--- config.mk ---
export PLATFORM = sky130hd
export DESIGN_NAME = casc_irq_ctrl
export DESIGN_NICKNAME = d
export VERILOG_FILES = /design/src/rtl/casc_irq_pkg.sv /design/src/rtl/casc_irq_sub.sv /design/src/rtl/casc_irq_srcp.sv /design/src/rtl/casc_irq_arb.sv /design/src/rtl/casc_irq_ctrl.sv
export SDC_FILE = /design/constraint.sdc
export NUM_CORES = 1
export LEC_CHECK = 0
export ABC_AREA = 1
export BUFFER_PORTS_ARGS = -buffer_cell sky130_fd_sc_hd__buf_4
export CAP_MARGIN = 15
export CORE_MARGIN = 2
export CORE_UTILIZATION = 30
export CTS_BUF_LIST = sky130_fd_sc_hd__clkbuf_16
export CTS_CLUSTER_SIZE = 16
export DETAILED_ROUTE_END_ITERATION = 6
export PLACE_DENSITY = 0.58
export SETUP_SLACK_MARGIN = 0.1
export SYNTH_ARGS = -nofsm -noshare
export SYNTH_HDL_FRONTEND = slang
export SYNTH_HIERARCHICAL = 1
export SYNTH_SLANG_ARGS = --single-unit
--- constraint.sdc ---
create_clock -name clk_i -period 3.8 [get_ports clk_i]
set_input_delay 0.76 -clock clk_i [delete_from_list [all_inputs] [get_ports clk_i]]
set_output_delay 0.76 -clock clk_i [all_outputs]
set_load 0.05 [all_outputs]
--- src/rtl/casc_irq_pkg.sv ---
package casc_irq_pkg;
  localparam int NUM_SRC  = 32;
  localparam int NUM_SUB  = 11;
  localparam int NUM_GRP  = 4;
  localparam int ADDR_W   = 3;

  localparam logic [ADDR_W-1:0] A_SRCP   = 3'd0;
  localparam logic [ADDR_W-1:0] A_MASK   = 3'd1;
  localparam logic [ADDR_W-1:0] A_INTP   = 3'd2;
  localparam logic [ADDR_W-1:0] A_SUBP   = 3'd3;
  localparam logic [ADDR_W-1:0] A_SUBM   = 3'd4;
  localparam logic [ADDR_W-1:0] A_SRCSET = 3'd5;

  localparam logic [NUM_SRC-1:0] RSV_MASK = (NUM_SRC'(1) << 6) | (NUM_SRC'(1) << 24);

  // sub-source grouping: first bit, width, parent main line
  localparam int GRP_LO   [NUM_GRP] = '{0, 3, 6, 9};
  localparam int GRP_W    [NUM_GRP] = '{3, 3, 3, 2};
  localparam int GRP_LINE [NUM_GRP] = '{28, 23, 15, 31};

  function automatic logic [NUM_SRC-1:0] parent_lines();
    logic [NUM_SRC-1:0] m;
    m = '0;
    for (int g = 0; g < NUM_GRP; g++) m[GRP_LINE[g]] = 1'b1;
    return m;
  endfunction

  localparam logic [NUM_SRC-1:0] PARENT_MASK = parent_lines();
endpackage

--- src/rtl/casc_irq_sub.sv ---
module casc_irq_sub
  import casc_irq_pkg::*;
#(
  parameter int NS = NUM_SRC,
  parameter int NB = NUM_SUB
) (
  input  logic          clk_i,
  input  logic          rst_ni,
  input  logic [NB-1:0] sub_i,
  input  logic [NB-1:0] clr_i,
  input  logic          mask_we_i,
  input  logic [NB-1:0] mask_wdata_i,
  output logic [NB-1:0] sub_pend_o,
  output logic [NB-1:0] sub_mask_o,
  output logic [NS-1:0] parent_o
);
  logic [NB-1:0]      pend_q, mask_q, act;
  logic [NUM_GRP-1:0] grp_req;

  always_ff @(posedge clk_i or negedge rst_ni) begin
    if (!rst_ni) begin
      pend_q <= '0;
      mask_q <= '1;
    end else begin
      pend_q <= (pend_q & ~clr_i) | sub_i;
      if (mask_we_i) mask_q <= mask_wdata_i;
    end
  end

  assign act = pend_q & ~mask_q;

  for (genvar g = 0; g < NUM_GRP; g++) begin : g_grp
    assign grp_req[g] = |act[GRP_LO[g] +: GRP_W[g]];
  end

  always_comb begin
    parent_o = '0;
    for (int g = 0; g < NUM_GRP; g++) parent_o[GRP_LINE[g]] = parent_o[GRP_LINE[g]] | grp_req[g];
  end

  assign sub_pend_o = pend_q;
  assign sub_mask_o = mask_q;
endmodule

--- src/rtl/casc_irq_srcp.sv ---
module casc_irq_srcp
  import casc_irq_pkg::*;
#(
  parameter int NS = NUM_SRC
) (
  input  logic          clk_i,
  input  logic          rst_ni,
  input  logic [NS-1:0] ev_i,
  input  logic [NS-1:0] set_i,
  input  logic [NS-1:0] clr_i,
  output logic [NS-1:0] pend_o
);
  logic [NS-1:0] pend_q;

  // events and sets dominate a same-cycle clear
  always_ff @(posedge clk_i or negedge rst_ni) begin
    if (!rst_ni) pend_q <= '0;
    else         pend_q <= ((pend_q & ~clr_i) | ev_i | set_i) & ~RSV_MASK;
  end

  assign pend_o = pend_q;
endmodule

--- src/rtl/casc_irq_arb.sv ---
module casc_irq_arb
  import casc_irq_pkg::*;
#(
  parameter int NS = NUM_SRC
) (
  input  logic          clk_i,
  input  logic          rst_ni,
  input  logic [NS-1:0] src_pend_i,
  input  logic [NS-1:0] mask_i,
  input  logic [NS-1:0] clr_i,
  output logic [NS-1:0] int_pend_o
);
  logic [NS-1:0] cand, pick, int_q;

  assign cand = src_pend_i & ~mask_i;
  assign pick = cand & (~cand + NS'(1));

  always_ff @(posedge clk_i or negedge rst_ni) begin
    if (!rst_ni)          int_q <= '0;
    else if (int_q == '0) int_q <= pick;
    else                  int_q <= int_q & ~clr_i;
  end

  assign int_pend_o = int_q;
endmodule

--- src/rtl/casc_irq_ctrl.sv ---
module casc_irq_ctrl
  import casc_irq_pkg::*;
#(
  parameter int NS = NUM_SRC,
  parameter int NB = NUM_SUB,
  parameter int AW = ADDR_W
) (
  input  logic          clk_i,
  input  logic          rst_ni,
  input  logic [NS-1:0] src_i,
  input  logic [NB-1:0] sub_i,
  input  logic          reg_we_i,
  input  logic [AW-1:0] reg_addr_i,
  input  logic [NS-1:0] reg_wdata_i,
  output logic [NS-1:0] reg_rdata_o,
  output logic          irq_o
);
  logic [NS-1:0] src_pend, int_pend, main_mask, parent_ev, main_ev;
  logic [NS-1:0] srcp_clr, srcp_set, intp_clr;
  logic [NB-1:0] sub_pend, sub_mask, subp_clr;
  logic          subm_we;

  always_comb begin
    srcp_clr = '0;
    srcp_set = '0;
    intp_clr = '0;
    subp_clr = '0;
    subm_we  = 1'b0;
    if (reg_we_i) begin
      unique case (reg_addr_i)
        A_SRCP:   srcp_clr = reg_wdata_i;
        A_SRCSET: srcp_set = reg_wdata_i;
        A_INTP:   intp_clr = reg_wdata_i;
        A_SUBP:   subp_clr = reg_wdata_i[NB-1:0];
        A_SUBM:   subm_we  = 1'b1;
        default:  ;
      endcase
    end
  end

  always_ff @(posedge clk_i or negedge rst_ni) begin
    if (!rst_ni)                           main_mask <= '1;
    else if (reg_we_i && reg_addr_i == A_MASK) main_mask <= reg_wdata_i;
  end

  casc_irq_sub #(.NS(NS), .NB(NB)) i_sub (
    .clk_i        (clk_i),
    .rst_ni       (rst_ni),
    .sub_i        (sub_i),
    .clr_i        (subp_clr),
    .mask_we_i    (subm_we),
    .mask_wdata_i (reg_wdata_i[NB-1:0]),
    .sub_pend_o   (sub_pend),
    .sub_mask_o   (sub_mask),
    .parent_o     (parent_ev)
  );

  // cascaded lines take only their sub-source group
  assign main_ev = (src_i & ~PARENT_MASK) | parent_ev;

  casc_irq_srcp #(.NS(NS)) i_srcp (
    .clk_i  (clk_i),
    .rst_ni (rst_ni),
    .ev_i   (main_ev),
    .set_i  (srcp_set),
    .clr_i  (srcp_clr),
    .pend_o (src_pend)
  );

  casc_irq_arb #(.NS(NS)) i_arb (
    .clk_i      (clk_i),
    .rst_ni     (rst_ni),
    .src_pend_i (src_pend),
    .mask_i     (main_mask),
    .clr_i      (intp_clr),
    .int_pend_o (int_pend)
  );

  always_comb begin
    unique case (reg_addr_i)
      A_SRCP:  reg_rdata_o = src_pend;
      A_MASK:  reg_rdata_o = main_mask;
      A_INTP:  reg_rdata_o = int_pend;
      A_SUBP:  reg_rdata_o = {{(NS-NB){1'b0}}, sub_pend};
      A_SUBM:  reg_rdata_o = {{(NS-NB){1'b0}}, sub_mask};
      default: reg_rdata_o = '0;
    endcase
  end

  assign irq_o = |int_pend;
endmodule

After elaboration in Yosys (flattened, before gate mapping):

Cells that the tools add are included.

* bitwise operators: 16
* eq/ne operators: 5
* reduce and logical (&&, ||, !) cells: 8
* muxes and demuxes: 12
* add/sub/neg operators: 1

Operator list (count)
* 32-bit two-way mux: 7
* 32-bit case mux with 5 select lines: 1
* 32-bit bitwise AND: 4
* 32-bit NOT: 4
* 32-bit bitwise OR: 2
* 32-bit by 1-bit adder with 32-bit output, second input constant: 1
* 32-bit zero test: 1
* 31-bit by 32-bit bitwise OR with 32-bit output: 1
* 32-bit OR reduction: 1
* 11-bit bitwise AND: 2
* 11-bit two-way mux: 2
* 11-bit NOT: 2
* 11-bit bitwise OR: 1
* 3-bit OR reduction: 3
* 3-bit by 2-bit == test with 1-bit output, second input constant: 2
* 3-bit == test, second input constant: 2
* 3-bit by 1-bit == test with 1-bit output, second input constant: 1
* 3-bit zero test: 1
* 1-bit two-way mux: 2
* 2-bit OR reduction: 1
* 1-bit logical AND: 1

* flip-flop bits (word level): 116
* output and inout bits: 33
* input port bits: 81

Depth between registers and ports, before layout:

* depth after elaboration: 7
* depth in mapped cells: 10
* depth with buffers taken out: 10

Hierarchy:

Netlist, hierarchy kept.

Modules (own cells, without submodules)
* casc_irq_ctrl: area an instance 3273.1 sq um, cells each 588, instances 1
* casc_irq_arb: area an instance 2352.3 sq um, cells each 383, instances 1
* casc_irq_srcp: area an instance 1219.9 sq um, cells each 153, instances 1
* casc_irq_sub: area an instance 1144.8 sq um, cells each 122, instances 1

Worst setup path before layout:

OpenSTA, ideal clock, no wires.

* path kind: input -> output
* start point: input port reg_addr_i[0]
* end point: output port reg_rdata_o[1]
* data required time: 3.040 ns
* path slack: 1.181 ns
* arrival: 1.859 ns
* cell stages on the path: 7
* path through: buf_4 -> nor2_1 -> buf_2 -> nand3_1 -> nand2_1 -> nor2_1 -> nand2_1

* word-level cells in the longest chain between the ends: 2
* elaborated cells on any way between the ends: 6
* those cells by class: eq/ne (4); mux (1); reduce/logical (1)

RTL lines
* from (decl): RTL line casc_irq_ctrl.sv:13 `input logic [AW-1:0] reg_addr_i,`
* 3-bit == test (tied with other cells): RTL line casc_irq_ctrl.sv:80 `unique case (reg_addr_i)`
* 32-bit case mux with 5 select lines (*): RTL line casc_irq_ctrl.sv:80
* to (decl): RTL line casc_irq_ctrl.sv:15 `output logic [NS-1:0] reg_rdata_o,`

Every way passes the cells marked *; elsewhere a longest branch is shown, timed or not.

Final worst setup path:

* start point: input port reg_addr_i[2]
* end point: output port reg_rdata_o[28]

Same word-level chain as after synthesis.

==> results_dict.tcl <==
set metrics [dict create \
    critical_path_peak_fanout 42 \
    cts_hold_buf 0 \
    start_util 0.305 \
    die_w_um 167 \
    antennaDiodeCount 0 \
    critPathBufInv 5 \
    fin_setup_tns_ps 0 \
    grt_pass1_wl_um 39300 \
    grt_antenna_before_repair 0 \
    cpLargestDelayFamily "buffers and inverters" \
    outcome "completed" \
    comb_power_share 0.218 \
    synth_area_um2 7950 \
    core_um2 26100 \
    critPathMaxStageDelay_ps 390 \
    worstHoldPathType "in2async" \
    max-slew-margin-rel 0.563 \
    worst_pin_slew_ps 654 \
    vias_per_cell 4.52 \
    die_area_um2 27800 \
    finalHoldViolCount 0 \
    cts_setup_buffers 0 \
    cts_buffers 17 \
    hpwl_um 17600 \
    cts_resized 0 \
    multi_input_area_um2 3980 \
    syn_inst 1238 \
    r2r-end "i_arb/int_pend_o[28]$_DFF_PN0_" \
    num_vias 7600 \
    drive_gt1_frac 0.200 \
    power_per_cell_area_nw_per_um2 449 \
    clockRootBuffer "clkbuf_16" \
    syn2layout_area_growth_pct 20.3 \
    finalNetCount 1414 \
    row_count 59 \
    cts.path.max_buffers 2 \
    avgSynthCellArea_um2 6.42 \
    routabilityCongestion 0.874 \
    post-route-drc-count 0 \
    rr_worst_depth 7 \
    clock_latency_ps 420 \
    drt_iter0_markers 612 \
    worstSetupEndpointType "output pin" \
    seqPwrFrac 0.363 \
    finalSetupViolCount 0 \
    timing.final.crit_share 0.837 \
    fp.dieH_um 167 \
    cap_violations 0 \
    drt_pass1_iterations 5 \
    path_class "in2out" \
    timing.fmax_mhz 314 \
    ff_latch_area_um2 2960 \
    pwr-share-clk 0.419 \
    track_usage 0.178 \
    switching_power_w 0.00133 \
    drv_slew 0 \
    setup_ws_ps 618 \
    htreeDepth 4 \
    antenna_left 0 \
    cp_data_required_time_ps 3040 \
    drt-wirelength-per-cell_um 14.4 \
    arrival_ps 2420 \
    clock-sinks 116 \
    drt-total-wl_um 24300 \
    rrSetupSlack_ps 1950 \
    cpMostUsedCell "buf_4" \
    p_int_w 0.00296 \
    clk_pin_slew_ps 60 \
    fin_crit_ps 3180 \
    r2r-start "i_arb/int_pend_o[27]$_DFF_PN0_" \
    crit_chain "buf_4 > inv_2 > buf_4 > nand2_4 > inv_4 > nand2_1 > nand3_1 > buf_4" \
    startpoint_type "input pin" \
    swShare 0.310 \
    leakage_nw 4.94 \
    fin_skew_ps 10.1 \
    fill_cells 2809 \
    cts_tree "done" \
    io_buffer_count 107 \
    grt_max_degree 103 \
    ys_warn_count 6 \
    cp_slowest_cell "inv_4" \
    pin_count 114 \
    grt-ovfl-total 0 \
    grt_pass1_vias 7392 \
    ir_worst_vdd_mv 0.260 \
    pre_cts_ws_ps 652 \
    rsz0062_at_grt "false" \
]
==> sequential cells by signal, summed over array words and instances (netlist names) <==
signal	cells
i_srcp/pend_o	30
i_arb/int_pend_o	32
i_sub/sub_mask_o	11
main_mask	32
i_sub/sub_pend_o	11
==> power by group through the flow <==
stage	clock network, W	logic, W	registers [W]
after floorplan	0	0.000659	0.00153
after global placement	0	0.000930	0.00157
after detailed placement	0	0.000939	0.00157
after CTS	0.00184	0.000943	0.00156
after global routing	0.00189	0.00105	0.00158
final	0.00180	0.000935	0.00156
==> worst reg2reg max path: cells and delay by family, from the launching register on <==
kind	cells	cell delay (ps)
simple gates	7	1360
flops	1	420
==> worst max-delay path by stage <==
| stage | startpoint | endpoint | slack, ps | cells after the start |
|---|---|---|---|---|
| 2_1_floorplan | reg_addr_i[0] | reg_rdata_o[1] | 1180 | 7 |
| 3_3_place_gp | reg_addr_i[2] | reg_rdata_o[31] | 650 | 8 |
| 3_5_place_dp | reg_addr_i[2] | reg_rdata_o[31] | 650 | 8 |
| 4_1_cts | reg_addr_i[2] | reg_rdata_o[31] | 630 | 8 |
| 5_1_grt | reg_addr_i[2] | reg_rdata_o[28] | 510 | 8 |
| 6_report | reg_addr_i[2] | reg_rdata_o[28] | 620 | 8 |
==> layer usage <==
metal | track usage | share of wire | vias to the layer above
li1 | - | - | 3881
met2 | 0.284 | 0.46 | 187
met1 | 0.246 | 0.47 | 3501
met4 | 0.0543 | 0.021 | 0
met3 | 0.0340 | 0.050 | 31
met5 | 0 | 0 | -
==> cell type report <==
cell class / count / area share
inverters: 167 / 0.0661
clock inverters: 15 / 0.0232
flip-flops and latches: 116 / 0.309
repair buffers: 120 / 0.0968
well taps: 335 / 0.0438
clock buffers: 17 / 0.0445
multi-input cells: 911 / 0.416
==> cells in the final DEF (no fill, tap or decap), types with 3 or more instances in the layout <==
master,count
buf_4,118
bufinv_16,6
clkbuf_16,17
conb_1,28
dfrtp_1,73
dfstp_2,43
inv_1,167
nand2_1,409
nand2_2,11
nand3_1,104
nand3_2,5
nand3b_1,4
nand4_1,16
nor2_1,239
nor2_2,6
o21ai_0,10
o21ai_1,3
o21ai_2,16
o21bai_1,12
o22ai_1,4
or2_2,31
==> through the flow <==
stage / instances / hold WS, ps / cell area (um2) / power (W) / util
2_1_floorplan: 1264 / 449 / 8050 / 0.00219 / -
3_3_place_gp: 1649 / 457 / 8910 / 0.00250 / 0.342
3_5_place_dp: 1649 / 462 / 8910 / 0.00251 / 0.342
4_1_cts: 1681 / 189 / 9560 / 0.00434 / 0.367
5_1_grt: 1681 / 198 / 9560 / 0.00452 / 0.367
6_report: 1681 / 201 / 9560 / 0.00429 / 0.367
Note: power is estimated with default switching activity, not from simulation.
